--- config.mk ---
export PLATFORM = sky130hd
export DESIGN_NAME = fscan_sequencer
export DESIGN_NICKNAME = d
export VERILOG_FILES = /design/src/rtl/fsq_pkg.sv /design/src/rtl/fsq_mask.sv /design/src/rtl/fsq_chain.sv /design/src/rtl/fsq_ctrl.sv /design/src/rtl/fsq_datapath.sv /design/src/rtl/fscan_sequencer.sv
export SDC_FILE = /design/constraint.sdc
export NUM_CORES = 1
export LEC_CHECK = 0
export ABC_AREA = 1
export BUFFER_PORTS_ARGS = -buffer_cell sky130_fd_sc_hd__buf_2
export CORE_UTILIZATION = 40
export CTS_CLUSTER_SIZE = 24
export DETAILED_ROUTE_END_ITERATION = 8
export HOLD_SLACK_MARGIN = 0.06
export PLACE_DENSITY = 0.59
export SKIP_CTS_REPAIR_TIMING = 1
export SYNTH_ARGS = -nofsm -noshare
export SYNTH_HDL_FRONTEND = slang
export SYNTH_SLANG_ARGS = --single-unit
--- constraint.sdc ---
create_clock -name clk -period 3.15 [get_ports clk]
set_input_delay 0.315 -clock clk [delete_from_list [all_inputs] [get_ports clk]]
set_output_delay 0.315 -clock clk [all_outputs]
set_load 0.02 [all_outputs]
--- src/rtl/fsq_pkg.sv ---
package fsq_pkg;

  typedef enum logic [2:0] {
    ST_IDLE,
    ST_LOAD,
    ST_CAPT,
    ST_WAIT,
    ST_SHIFT,
    ST_DRAIN,
    ST_DONE
  } seqState_t;

  // strobes from control to datapath
  typedef struct packed {
    logic scan;
    logic hold;
    logic init;
    logic takePat;
    logic startDrain;
    logic unloadEn;
    logic useZero;
    logic lastWord;
  } ctrlStrb_t;

  function automatic int idxWidth(input int n);
    return (n > 1) ? $clog2(n) : 1;
  endfunction

endpackage

--- src/rtl/fsq_mask.sv ---
// force-to-zero element: passes dIn with testPin low, drives zero with testPin high
module fsq_mask #(
  parameter int DATA_W = 8
) (
  input  logic              testPin,
  input  logic [DATA_W-1:0] dIn,
  output logic [DATA_W-1:0] dOut
);
  assign dOut = testPin ? '0 : dIn;
endmodule

--- src/rtl/fsq_chain.sv ---
// example datapath whose registers form a functional shift chain
module fsq_chain #(
  parameter int DATA_W    = 8,
  parameter int CHAIN_LEN = 2
) (
  input  logic              clk,
  input  logic              rst,
  input  logic              scanPin,
  input  logic              holdPin,
  input  logic              initPin,
  input  logic [DATA_W-1:0] dataIn,
  output logic [DATA_W-1:0] dataOut
);

  logic [CHAIN_LEN-1:0][DATA_W-1:0] stage;
  logic [CHAIN_LEN-1:0][DATA_W-1:0] sideRaw;
  logic [CHAIN_LEN-1:0][DATA_W-1:0] sideMsk;
  logic [CHAIN_LEN-1:0][DATA_W-1:0] nextVal;

  for (genvar i = 0; i < CHAIN_LEN; i++) begin : g_stage
    if (i == 0) begin : g_head
      assign sideRaw[i] = stage[CHAIN_LEN-1];
      assign nextVal[i] = dataIn + sideMsk[i];
    end else begin : g_body
      assign sideRaw[i] = stage[i];
      assign nextVal[i] = stage[i-1] ^ sideMsk[i];
    end
    fsq_mask #(.DATA_W(DATA_W)) u_mask (
      .testPin(scanPin),
      .dIn    (sideRaw[i]),
      .dOut   (sideMsk[i])
    );
  end

  always_ff @(posedge clk) begin
    if (rst || initPin) begin
      stage <= '0;
    end else if (!holdPin) begin
      stage <= nextVal;
    end
  end

  assign dataOut = ~stage[CHAIN_LEN-1];

  AST_SHIFT_ENTRY: assert property (@(posedge clk) disable iff (rst)
    (scanPin && !holdPin && !initPin) |=> (stage[0] == $past(dataIn)));
  AST_HOLD_KEEPS: assert property (@(posedge clk) disable iff (rst)
    (holdPin && !initPin) |=> $stable(stage));

endmodule

--- src/rtl/fsq_ctrl.sv ---
module fsq_ctrl
  import fsq_pkg::*;
#(
  parameter int CHAIN_LEN = 2,
  parameter int IDX_W     = 1
) (
  input  logic             clk,
  input  logic             rst,
  input  logic             chainCheck,
  input  logic             patValid,
  input  logic             patLast,
  output logic             patReady,
  output ctrlStrb_t        strb,
  output logic [IDX_W-1:0] wordIdx,
  output logic             done
);

  localparam logic [IDX_W-1:0] LAST_IDX = IDX_W'(CHAIN_LEN - 1);

  seqState_t        state, nxtState;
  logic [IDX_W-1:0] cnt;
  logic             integ;
  logic             lastTaken;
  logic             cntLast;
  logic             decide;

  assign cntLast = (cnt == LAST_IDX);
  assign wordIdx = cnt;

  always_comb begin
    strb     = '0;
    patReady = 1'b0;
    done     = 1'b0;
    decide   = 1'b0;
    nxtState = state;
    unique case (state)
      ST_IDLE: begin
        strb.init = 1'b1;
        patReady  = 1'b1;
        if (patValid) begin
          strb.takePat = 1'b1;
          nxtState     = ST_LOAD;
        end
      end
      ST_LOAD: begin
        strb.scan = 1'b1;
        if (cntLast) begin
          if (integ) decide = 1'b1;
          else       nxtState = ST_CAPT;
        end
      end
      ST_CAPT: begin
        decide = 1'b1;
      end
      ST_WAIT: begin
        strb.hold = 1'b1;
        patReady  = 1'b1;
        if (patValid) begin
          strb.takePat = 1'b1;
          nxtState     = ST_SHIFT;
        end
      end
      ST_SHIFT: begin
        strb.scan     = 1'b1;
        strb.unloadEn = 1'b1;
        strb.lastWord = cntLast;
        if (cntLast) begin
          if (integ) decide = 1'b1;
          else       nxtState = ST_CAPT;
        end
      end
      ST_DRAIN: begin
        strb.scan     = 1'b1;
        strb.unloadEn = 1'b1;
        strb.useZero  = 1'b1;
        strb.lastWord = cntLast;
        if (cntLast) nxtState = ST_DONE;
      end
      ST_DONE: begin
        strb.hold = 1'b1;
        done      = 1'b1;
      end
      default: nxtState = ST_IDLE;
    endcase
    // end of a load or capture: pick drain, overlapped shift or stall
    if (decide) begin
      if (lastTaken) begin
        strb.startDrain = 1'b1;
        nxtState        = ST_DRAIN;
      end else begin
        patReady = 1'b1;
        if (patValid) begin
          strb.takePat = 1'b1;
          nxtState     = ST_SHIFT;
        end else begin
          nxtState = ST_WAIT;
        end
      end
    end
  end

  always_ff @(posedge clk) begin
    if (rst) begin
      state     <= ST_IDLE;
      cnt       <= '0;
      integ     <= 1'b0;
      lastTaken <= 1'b0;
    end else begin
      state <= nxtState;
      if (strb.scan) cnt <= cntLast ? '0 : cnt + 1'b1;
      else           cnt <= '0;
      if (state == ST_IDLE && strb.takePat) integ <= chainCheck;
      if (strb.takePat) lastTaken <= patLast;
    end
  end

  AST_PIN_EXCL: assert property (@(posedge clk) disable iff (rst)
    $countones({strb.scan, strb.hold, strb.init}) <= 1);
  AST_CAPT_SINGLE: assert property (@(posedge clk) disable iff (rst)
    (!strb.scan && !strb.hold && !strb.init) |=> (strb.scan || strb.hold));
  AST_INTEG_NO_CAPT: assert property (@(posedge clk) disable iff (rst)
    integ |-> (strb.scan || strb.hold || strb.init));
  AST_DONE_STICKY: assert property (@(posedge clk) disable iff (rst)
    done |=> (done && !patReady));

endmodule

--- src/rtl/fsq_datapath.sv ---
module fsq_datapath
  import fsq_pkg::*;
#(
  parameter int DATA_W    = 8,
  parameter int CHAIN_LEN = 2,
  parameter int IDX_W     = 1,
  parameter int PIDX_W    = 8,
  parameter int CNT_W     = 8
) (
  input  logic                        clk,
  input  logic                        rst,
  input  ctrlStrb_t                   strb,
  input  logic [IDX_W-1:0]            wordIdx,
  input  logic [CHAIN_LEN*DATA_W-1:0] patVec,
  input  logic [CHAIN_LEN*DATA_W-1:0] expVec,
  output logic [DATA_W-1:0]           chainIn,
  output logic [DATA_W-1:0]           chainOut,
  output logic                        resValid,
  output logic                        resPass,
  output logic [PIDX_W-1:0]           resIndex,
  output logic                        failFlag,
  output logic [CNT_W-1:0]            mismatchCnt
);

  localparam logic [IDX_W-1:0] LAST_IDX = IDX_W'(CHAIN_LEN - 1);

  logic [CHAIN_LEN-1:0][DATA_W-1:0] patBuf;
  logic [CHAIN_LEN-1:0][DATA_W-1:0] expPend;
  logic [CHAIN_LEN-1:0][DATA_W-1:0] expUnl;
  logic [IDX_W-1:0]                 selIdx;
  logic                             wordMatch;
  logic                             patOk;
  logic                             vecOk;
  logic [PIDX_W-1:0]                vecCnt;

  assign selIdx    = LAST_IDX - wordIdx;
  assign chainIn   = (strb.scan && !strb.useZero) ? patBuf[selIdx] : '0;
  assign wordMatch = (chainOut == expUnl[selIdx]);
  assign vecOk     = patOk && wordMatch;

  fsq_chain #(.DATA_W(DATA_W), .CHAIN_LEN(CHAIN_LEN)) u_chain (
    .clk    (clk),
    .rst    (rst),
    .scanPin(strb.scan),
    .holdPin(strb.hold),
    .initPin(strb.init),
    .dataIn (chainIn),
    .dataOut(chainOut)
  );

  always_ff @(posedge clk) begin
    if (rst) begin
      patBuf      <= '0;
      expPend     <= '0;
      expUnl      <= '0;
      patOk       <= 1'b1;
      vecCnt      <= '0;
      resValid    <= 1'b0;
      resPass     <= 1'b0;
      resIndex    <= '0;
      failFlag    <= 1'b0;
      mismatchCnt <= '0;
    end else begin
      resValid <= 1'b0;
      if (strb.takePat) begin
        patBuf  <= patVec;
        expPend <= expVec;
        expUnl  <= expPend;
      end
      if (strb.startDrain) expUnl <= expPend;
      if (strb.unloadEn) begin
        if (strb.lastWord) begin
          resValid <= 1'b1;
          resPass  <= vecOk;
          resIndex <= vecCnt;
          vecCnt   <= vecCnt + 1'b1;
          patOk    <= 1'b1;
          if (!vecOk) begin
            failFlag <= 1'b1;
            if (mismatchCnt != '1) mismatchCnt <= mismatchCnt + 1'b1;
          end
        end else begin
          patOk <= vecOk;
        end
      end
    end
  end

  AST_RES_AFTER_UNLOAD: assert property (@(posedge clk) disable iff (rst)
    resValid |-> $past(strb.unloadEn));
  AST_FAIL_STICKY: assert property (@(posedge clk) disable iff (rst)
    failFlag |=> failFlag);

endmodule

--- src/rtl/fscan_sequencer.sv ---
module fscan_sequencer
  import fsq_pkg::*;
#(
  parameter int DATA_W    = 8,
  parameter int CHAIN_LEN = 2,
  parameter int PIDX_W    = 8,
  parameter int CNT_W     = 8
) (
  input  logic                        clk,
  input  logic                        rst,
  input  logic                        chainCheck,
  input  logic                        patValid,
  output logic                        patReady,
  input  logic                        patLast,
  input  logic [CHAIN_LEN*DATA_W-1:0] patVec,
  input  logic [CHAIN_LEN*DATA_W-1:0] expVec,
  output logic                        resValid,
  output logic                        resPass,
  output logic [PIDX_W-1:0]           resIndex,
  output logic                        failFlag,
  output logic [CNT_W-1:0]            mismatchCnt,
  output logic                        done,
  output logic                        testScan,
  output logic                        testHold,
  output logic                        testInit,
  output logic [DATA_W-1:0]           chainIn,
  output logic [DATA_W-1:0]           chainOut
);

  localparam int IDX_W = idxWidth(CHAIN_LEN);

  ctrlStrb_t        strb;
  logic [IDX_W-1:0] wordIdx;

  fsq_ctrl #(.CHAIN_LEN(CHAIN_LEN), .IDX_W(IDX_W)) u_ctrl (
    .clk       (clk),
    .rst       (rst),
    .chainCheck(chainCheck),
    .patValid  (patValid),
    .patLast   (patLast),
    .patReady  (patReady),
    .strb      (strb),
    .wordIdx   (wordIdx),
    .done      (done)
  );

  fsq_datapath #(
    .DATA_W(DATA_W), .CHAIN_LEN(CHAIN_LEN), .IDX_W(IDX_W),
    .PIDX_W(PIDX_W), .CNT_W(CNT_W)
  ) u_dp (
    .clk        (clk),
    .rst        (rst),
    .strb       (strb),
    .wordIdx    (wordIdx),
    .patVec     (patVec),
    .expVec     (expVec),
    .chainIn    (chainIn),
    .chainOut   (chainOut),
    .resValid   (resValid),
    .resPass    (resPass),
    .resIndex   (resIndex),
    .failFlag   (failFlag),
    .mismatchCnt(mismatchCnt)
  );

  assign testScan = strb.scan;
  assign testHold = strb.hold;
  assign testInit = strb.init;

endmodule

After elaboration in Yosys (flattened, before gate mapping)
Cells that the tools add are included.
{ "totals": {"regBits": 98, "elab_cells": 101, "inputBits": 37} }
{ "op_classes": {"reduce_logical": 19, "n_addsub": 5, "muxes": 38, "n_bitwise": 5, "eq_ne": 14, "order_cmp": 1} }
{ "ops": {"columns": ["operator", "n"], "rows": [
  ["$mux 8", 6],
  ["$mux 16", 2],
  ["$mux 3", 8],
  ["$mux 1", 19],
  ["$add 8x1->8 const B", 2],
  ["$pmux 3 s5", 1],
  ["$reduce_or 2->1", 6],
  ["$eq 3x3->1 const B", 3],
  ["$add 8x8->8", 1],
  ["$eq 8x8->1", 1],
  ["$ne 8x8->1 const B", 1],
  ["$not 8->8", 1],
  ["$xor 8x8->8", 1],
  ["$eq 3x2->1 const B", 2],
  ["$ne 3x1->1 const B", 2],
  ["$ne 3x2->1 const B", 2],
  ["$reduce_and 6->1", 1],
  ["$reduce_or 3->1", 2],
  ["$reduce_and 4->1", 1],
  ["$eq 3x1->1 const B", 1],
  ["$logic_and 1x1->1", 3],
  ["$logic_not 3->1", 1],
  ["$ne 3x3->1 const B", 1],
  ["$not 1->1", 3],
  ["other kinds (11)", 11]
]} }

Depth between registers and ports, before layout
Gate-level depths: netlist of the first run.
{ "depth": {"depth_word": 8, "mapped_depth": 16, "depth_no_buf": 15} }

Modules after synthesis
Synthesis of the first run repeated with hierarchy kept, for this count alone.
{ "hier_totals": {"cells_unflattened": 721, "hier_area_um2": 4942.2} }
{ "modules_own_cells": {"columns": ["module", "cells_per_inst", "instances", "area_each_um2"], "rows": [
  ["fsq_datapath", 462, 1, 3211.8],
  ["fsq_chain", 147, 1, 1108.6],
  ["fsq_ctrl", 78, 1, 479.2],
  ["fsq_mask", 17, 2, 71.3]
]} }

Worst setup path before layout of the first run
OpenSTA, ideal clock, no wires.
{ "synth_path": {"path_type": "register to register", "startpoint": "register u_ctrl.cnt (netlist: u_ctrl.wordIdx)", "endpoint": "register u_dp.u_chain.stage[6] in the netlist's numbering", "required_ns": 3.035, "setup_ns": 0.115, "n_path_buf": 2, "path_slack_ns": 0.381, "synth_period_minus_slack_ns": 2.769, "path_stages_with_launch": 14, "arrival_ns": 2.654, "path_cell_list": "dfxtp_1 > buf_2 > buf_2 > nand2_1 > a21oi_1 > ha_1 > inv_1 > fa_1 > o21ai_0 > a21oi_1 > o21bai_1 > nor2_1 > o21ai_0 > inv_1"} }
{ "synth_between": {"elab_chain_cells": 5} }
{ "synth_lines": {"columns": ["item", "line", "source"], "rows": [
  ["start: declaration", "fsq_ctrl.sv:21", "logic [IDX_W-1:0] cnt;"],
  ["start signal: assignment", "fsq_ctrl.sv:110", "if (strb.scan) cnt <= cntLast ? '0 : cnt + 1'b1;"],
  ["$sub 1x1->1", "fsq_datapath.sv:36", "assign selIdx = LAST_IDX - wordIdx;"],
  ["$mux 8 (not written as such) (2 in series)", "fsq_datapath.sv:37", "assign chainIn = (strb.scan && !strb.useZero) ? patBuf[selIdx] : '0;"],
  ["$mux 8", "fsq_datapath.sv:37", null],
  ["named net chainIn[0]", "fscan_sequencer.sv:26", "output logic [DATA_W-1:0] chainIn,"],
  ["$add 8x8->8", "fsq_chain.sv:23", "assign nextVal[i] = dataIn + sideMsk[i];"],
  ["end signal: assignment", "fsq_chain.sv:39", "stage <= nextVal;"],
  ["end: declaration", "fsq_chain.sv:15", "logic [CHAIN_LEN-1:0][DATA_W-1:0] stage;"]
]} }
The timed path passes the listed nets, and every way through them passes these cells. The select of a mux whose other input is x is not followed.
A chain may end at the register's enable or synchronous reset.

Worst setup path after layout of the first run
{ "layout_path": {"startpoint": "register u_ctrl.state[0]", "endpoint": "register u_dp.u_chain.stage[6] in the netlist's numbering"} }
{ "layout_between": {"elab_chain_cells": 6, "word_cells_on_any_way": 18, "cone_classes": "add/sub: 1; eq/ne: 5; mux: 6; reduce/logical: 6"} }
{ "layout_lines": {"columns": ["item", "line", "source"], "rows": [
  ["start: declaration", "fsq_ctrl.sv:20", "seqState_t state, nxtState;"],
  ["start signal: assignment", "fsq_ctrl.sv:109", "state <= nxtState;"],
  ["$eq 3x1->1 or $eq 3x3->1 (tied branches)", "fsq_ctrl.sv:36", "unique case (state)"],
  ["$reduce_or 3->1 (no source line) or $mux 1 (tied branches)", null, null],
  ["$mux 1 or $logic_not 1->1 (tied branches)", "fsq_ctrl.sv:36, fsq_datapath.sv:37", null],
  ["$logic_and 1x1->1", "fsq_datapath.sv:37", null],
  ["$mux 8", "fsq_datapath.sv:37", null],
  ["$add 8x8->8", "fsq_chain.sv:23", null]
]} }
Parallel ways exist; a longest one is shown, timed or not.

==> metrics, run 1 <==
clock tree buffer depth=2; Synth area leaders=dfxtp_1, nand2_1, nor2_1; synth unique cells=33; Synth Area per Inst=7.10 um2; Worst-path clk slew=0.07 ns; starting density of the core=0.415; Syn Inst Count=about 640; crit end category=flip-flop; total die area=11800 um2; period utilization=0.868; worst hold endpoint=u_dp.expPend[11]$_SDFFE_PP0P_; final worst path period need=2.73 ns; RSZ-0062 raised after global routing=no; Critical Path, Cell by Cell=nor2_2 > nand2_1 > o21ai_2 > inv_1 > a21oi_1 > ha_1 > inv_1 > fa_1 > o21ai_0 > a21oi_1 > o21bai_1 > nor2_1 > o21ai_0 > inv_1; FP Rows=38; Worst-Skew Late Latency=0.34 ns; pwr dens=a little under 800 nW/um2; clock tree from TritonCTS=yes; upper clock frequency limit=0.366 GHz; maximum vdd drop=0.000316 V; # clock sinks=98; Starting DRT DRC Count=approximately 280; post-route antenna net violation count=0; Clock Skew=0.00726 ns; Cell Area, Synth=4540 um2; Root Driver=clkbuf_16; largest net degree at the start of global routing=43; critical path arrival=2.97 ns; Clk network pwr share=0.267; global-route wire length before repair=roughly 19000 um; Slew HR=0.560; Worst Reg-to-Reg Cells=14; Final Setup Violations=0; nets=751; Overall Power=4.10 mW; vias per cell=around 5; slowest CP cell=fa_1; Ys Warns=0; count of state elements after synthesis=98; Worst-Margin Slew=0.658 ns; CP peak stage delay=0.40 ns; Placed Cells=between 800 and 900; power share of the sequential group=0.406; Initial DRT Pass Iterations=5; reg2reg setup slack=0.42 ns; Net Count, Synth=~700; crit-path most repeated cell=inv_1; worst hold start=expVec[11]; R2R Path Start=u_ctrl.state[0]$_SDFFE_PP0P_; post-synth top area cell=dfxtp_1; P_leak=2.32 nW; Port Buf Inserts=76; Non-Filler Instances=849; Fill cells=1162; hpwl dp=8380 um; area delta synth->final=16.7%; final hold vios=0; htree depth=3; crit path max fanout=7; total grt overflow=0; hold crit path type=primary input to flip-flop; core area=10900 um2; net load switching power=1.54 mW; sequential area share after synthesis=0.432; CTS buffer count=9; Critical Path Start Type=flip-flop; status=finished clean; switching share of power=0.377; IO Pins=77; setup TNS after final layout=0 ns; crit path kind=flip-flop to flip-flop; # DRC=0; Max Cap Viol=0; CP required=3.39 ns; Ant. Diodes=0; final WL=11200 um; Die W=109 um; gr usage total=0.202; DR vias=around 4300; post-DR wirelength/cell=13.2 um; Synth top area share=0.432; vias in the first global route=slightly below 4000; hold_ws=between 0.2 and 0.25 ns; reg-to-reg endpoint=u_dp.u_chain.stage[6]$_SDFFE_PP0N_; final core utilization=0.484; Hold Path Stages=3; Cell Int Power=2.56 mW; Placer Congestion=0.871; max-slew violations=0; die height=109 um; Comb pwr share=0.327; initial antenna violation count=0; layout cells sized above 1=0.161
==> critical path, delay by kind of cell (launching register included) <==
family / cells / cell delay, ns
AOI/OAI and AO/OA: 6 / 1.03
adders and majority gates: 2 / 0.61
buffers and inverters: 3 / 0.26
DFF: 1 / 0.38
and+or+nand+nor: 3 / 0.35
==> cell families after synthesis <==
family	synth area share
AOI/OAI and AO/OA	0.162
adders and majority gates	0.0292
buffers and inverters	0.0896
and+or+nand+nor	0.268
DFF	0.432
xor gates and xnor gates	0.0193
==> layout make-up <==
cell class              instances  area, um2  area share
clock buffers                  15        298      0.0562
repair buffers                 81        418      0.0789
multi-input cells             442       2170       0.410
flip-flops and latches         98       1960       0.370
inverters                      72        270      0.0510
well taps                     140        175      0.0331
clock inverters                 1       5.00    0.000945
==> layer usage <==
layer | vias to the layer above | track usage | wire, um
met5 | - | 0 | 0
met4 | 0 | 0.0763 | 223
met3 | 15 | 0.0350 | 413
met2 | 90 | 0.316 | 5000
met1 | 1972 | 0.276 | 5560
li1 | 2202 | - | -
==> cell usage in the layout (no fill, tap or decap), drive strengths merged, types with 7 or more instances in the layout <==
| cell | synthesis | final |
|---|---|---|
| dfxtp | 98 | 98 |
| o21ai | 70 | 70 |
| nor2 | 96 | 96 |
| ha | 9 | 9 |
| nand4 | 8 | 8 |
| nor3 | 7 | 7 |
| buf | 19 | 81 |
| a21oi | 54 | 54 |
| nand2 | 125 | 125 |
| clkbuf | 8 | 15 |
| nand3 | 50 | 50 |
| inv | 72 | 72 |
==> flip-flops by register name (all words and copies together), names as in the netlist <==
name,cells
u_dp.mismatchCnt,8
u_ctrl.integ,1
u_dp.resValid,1
u_ctrl.lastTaken,1
u_dp.resIndex,8
u_dp.u_chain.sideRaw,8
u_dp.expPend,16
u_dp.expUnl,16
u_ctrl.state,3
u_dp.failFlag,1
u_dp.patOk,1
u_dp.resPass,1
u_dp.patBuf,16
u_dp.u_chain.stage,8
u_dp.vecCnt,8
u_ctrl.wordIdx,1
==> worst max path at each step <==
stage                                      start                                  to  slack (ns)  cells after the start
floorplan              u_ctrl.wordIdx$_SDFF_PP0_  u_dp.u_chain.stage[6]$_SDFFE_PP0N_        0.38                     13
global placement    u_ctrl.state[2]$_SDFFE_PP0P_  u_dp.u_chain.stage[6]$_SDFFE_PP0N_        0.56                     14
detailed placement  u_ctrl.state[0]$_SDFFE_PP0P_  u_dp.u_chain.stage[6]$_SDFFE_PP0N_        0.44                     14
CTS                 u_ctrl.state[0]$_SDFFE_PP0P_  u_dp.u_chain.stage[6]$_SDFFE_PP0N_        0.43                     14
global route        u_ctrl.state[2]$_SDFFE_PP0P_  u_dp.u_chain.stage[6]$_SDFFE_PP0N_        0.14                     14
finish              u_ctrl.state[0]$_SDFFE_PP0P_  u_dp.u_chain.stage[6]$_SDFFE_PP0N_        0.42                     14
==> through the flow <==
step	instance area (um2)	worst slack, ns
after global placement	4990	0.555
after CTS	5300	0.428
after detailed placement	4990	0.440
after global routing	5300	0.139
final	5300	0.416
after floorplan	4540	0.381
==> synth_stat cells (all sizes together) <==
cell      n
nand4     8
ha        9
inv      72
a21oi    54
fa        1
dfxtp    98
buf      19
clkbuf    8
nand2   125
nor3      7
nor2     96
o221ai    1
nor3b     2
xor2      6
o21bai    1
a21boi    1
xnor2     4
a211oi    3
o21ai    70
o211ai    4
nand3    50
==> power by group through the flow <==
stage / combinational, mW / sequential, mW / clock [mW]
2_1_floorplan: 1.08 / 1.63 / 0
3_3_place_gp: 1.32 / 1.68 / 0
6_report: 1.34 / 1.66 / 1.10
4_1_cts: 1.35 / 1.66 / 1.12
5_1_grt: 1.53 / 1.69 / 1.17
3_5_place_dp: 1.34 / 1.69 / 0
Power figures use the tool's default switching activity.
==> run 2, diff against run 1 <==
--- a/config.mk
+++ b/config.mk
@@ -7,6 +7,7 @@
 export LEC_CHECK = 0
 export ABC_AREA = 1
 export BUFFER_PORTS_ARGS = -buffer_cell sky130_fd_sc_hd__buf_2
+export CORE_MARGIN = 3
 export CORE_UTILIZATION = 40
 export CTS_CLUSTER_SIZE = 24
 export DETAILED_ROUTE_END_ITERATION = 8
==> run 2 against run 1 <==
Total power up 1.4%. Via count is 1.9% lower. First-iteration DRC count down 18%. Cell count down 0.24%. Non-clock buffer count shrank 2. Sequential cell count unchanged. Critical endpoint unchanged. Largest cell class unchanged. Largest power group unchanged.
==> metrics, run 2 (synthesis gave the netlist of run 1 again) <==
crit path kind=flip-flop to flip-flop; Clock Skew=between 0.007 and 0.008 ns; Worst Reg-to-Reg Cells=13; final WL=11200 um; total grt overflow=0; Hold Path Stages=3; vias in the first global route=3975; CP peak stage delay=0.45 ns; Fill cells=between 1000 and 1500; IO Pins=77; CTS buffer count=9; status=finished clean; pwr dens=just under 800 nW/um2; FP Rows=38; worst hold endpoint=u_dp.expPend[5]$_SDFFE_PP0P_; most common cell after layout, fill and taps aside=nand2_1; layout cells sized above 1=0.160; max-slew violations=0; RSZ-0062 raised after global routing=no; initial antenna violation count=0; # DRC=0; largest net degree at the start of global routing=42; crit end category=flip-flop; Worst-Margin Slew=0.695 ns; worst hold start=expVec[5]; upper clock frequency limit=0.355 GHz; Placed Cells=831; Worst path top cell family by delay=compound AO/OA/AOI/OAI gates; hpwl dp=between 8000 and 9000 um; gr usage total=0.183; hold crit path type=primary input to flip-flop; CP required=3.39 ns; Initial DRT Pass Iterations=4; Non-Filler Instances=847; Reg area=1960 um2; die height=113 um; Final Setup Violations=0; Worst-path clk slew=0.07 ns; final hold vios=0; maximum vdd drop=0.000344 V; R2R Path Start=u_ctrl.state[0]$_SDFFE_PP0P_; Max Cap Viol=0; vias per cell=around 5; total die area=between 10000 and 15000 um2; crit-path most repeated cell=inv_1; # clock sinks=98; area delta synth->final=16.6%; P_leak=2.31 nW; most frequent cells in the layout=nand2_1, dfxtp_1, nor2_1; Largest regs=u_dp.expPend (16), u_dp.expUnl (16), u_dp.patBuf (16); Starting DRT DRC Count=230; core area=11000 um2; Critical Path, Cell by Cell=nand2_1 > o21ai_2 > inv_1 > a21oi_1 > ha_1 > inv_1 > fa_1 > o21ai_0 > a21oi_1 > o21bai_1 > nor2_1 > o21ai_0 > inv_1; Worst-Skew Late Latency=roughly 0.35 ns; DR vias=4198; Ant. Diodes=0; crit path max fanout=7; critical path arrival=3.05 ns; hold_ws=~0.21 ns; global-route wire length before repair=~19000 um; clock tree from TritonCTS=yes; Root Driver=clkbuf_16; Buf/Inv on CP=3; final worst path period need=approximately 2.8 ns; Slew HR=0.535; area taken by multi-input logic gates=2170 um2; period utilization=0.895; reg-to-reg endpoint=u_dp.u_chain.stage[6]$_SDFFE_PP0N_; starting density of the core=0.413; setup TNS after final layout=0 ns; htree depth=3; reg2reg setup slack=0.33 ns; Port Buf Inserts=76; clock tree buffer depth=2; post-DR wirelength/cell=13.3 um; Placer Congestion=0.889; Critical Path Start Type=flip-flop; post-route antenna net violation count=0; Die W=113 um; slowest CP cell=dfxtp_1; nets=about 750
## run 2: worst min-delay path, stage by stage
cell,delay (ns)
buf_2,0.07
o21ai_0,0.07
nor2_1,0.07
## run 2: power breakdown
group | switching, mW | internal (mW) | total (mW) | leakage [nW]
Clock | 0.487 | 0.662 | 1.15 | 0.152
Combinational | 0.936 | 0.420 | 1.36 | 1.35
Sequential | 0.165 | 1.49 | 1.65 | 0.799
Total | 1.59 | 2.57 | 4.16 | 2.31
## run 2: how the worst max path moves through the flow
stage | startpoint | end | slack, ns | cells past startpoint
2_1_floorplan | u_ctrl.wordIdx$_SDFF_PP0_ | u_dp.u_chain.stage[6]$_SDFFE_PP0N_ | 0.38 | 13
3_3_place_gp | u_ctrl.state[2]$_SDFFE_PP0P_ | u_dp.u_chain.stage[6]$_SDFFE_PP0N_ | 0.52 | 14
3_5_place_dp | u_ctrl.state[0]$_SDFFE_PP0P_ | u_dp.u_chain.stage[6]$_SDFFE_PP0N_ | 0.35 | 13
4_1_cts | u_ctrl.state[2]$_SDFFE_PP0P_ | u_dp.u_chain.stage[6]$_SDFFE_PP0N_ | 0.34 | 14
5_1_grt | u_ctrl.state[2]$_SDFFE_PP0P_ | u_dp.u_chain.stage[6]$_SDFFE_PP0N_ | 0.03 | 14
6_report | u_ctrl.state[0]$_SDFFE_PP0P_ | u_dp.u_chain.stage[6]$_SDFFE_PP0N_ | 0.33 | 13
## run 2: final cells by class
| cell class | count | area share |
|---|---|---|
| tap | 140 | 0.0331 |
| timing repair buffer | 79 | 0.0761 |
| inverter | 72 | 0.0511 |
| sequential | 98 | 0.371 |
| clock buffer | 11 | 0.0478 |
| clock inverter | 5 | 0.0113 |
| multi-input combinational | 442 | 0.410 |
## run 2: routing by layer
layer / up-vias / global-route usage / routed length, um
li1: 2196 / - / -
met1: 1918 / 0.257 / 5560
met2: 76 / 0.284 / 5150
met3: 8 / 0.0280 / 433
met4: 0 / 0.0673 / 93
met5: - / 0 / 0
## run 2: per-stage QoR
| stage | cell area, um2 | power, mW | utilization | setup WS, ns |
|---|---|---|---|---|
| after global routing | 5290 | 4.46 | 0.482 | 0.0306 |
| after CTS | 5290 | 4.19 | 0.482 | 0.343 |
| after detailed placement | 4980 | 3.04 | 0.453 | 0.352 |
| after floorplan | 4540 | 2.71 | - | 0.381 |
| final | 5290 | 4.16 | 0.482 | 0.331 |
| after global placement | 4980 | 3.00 | 0.453 | 0.524 |
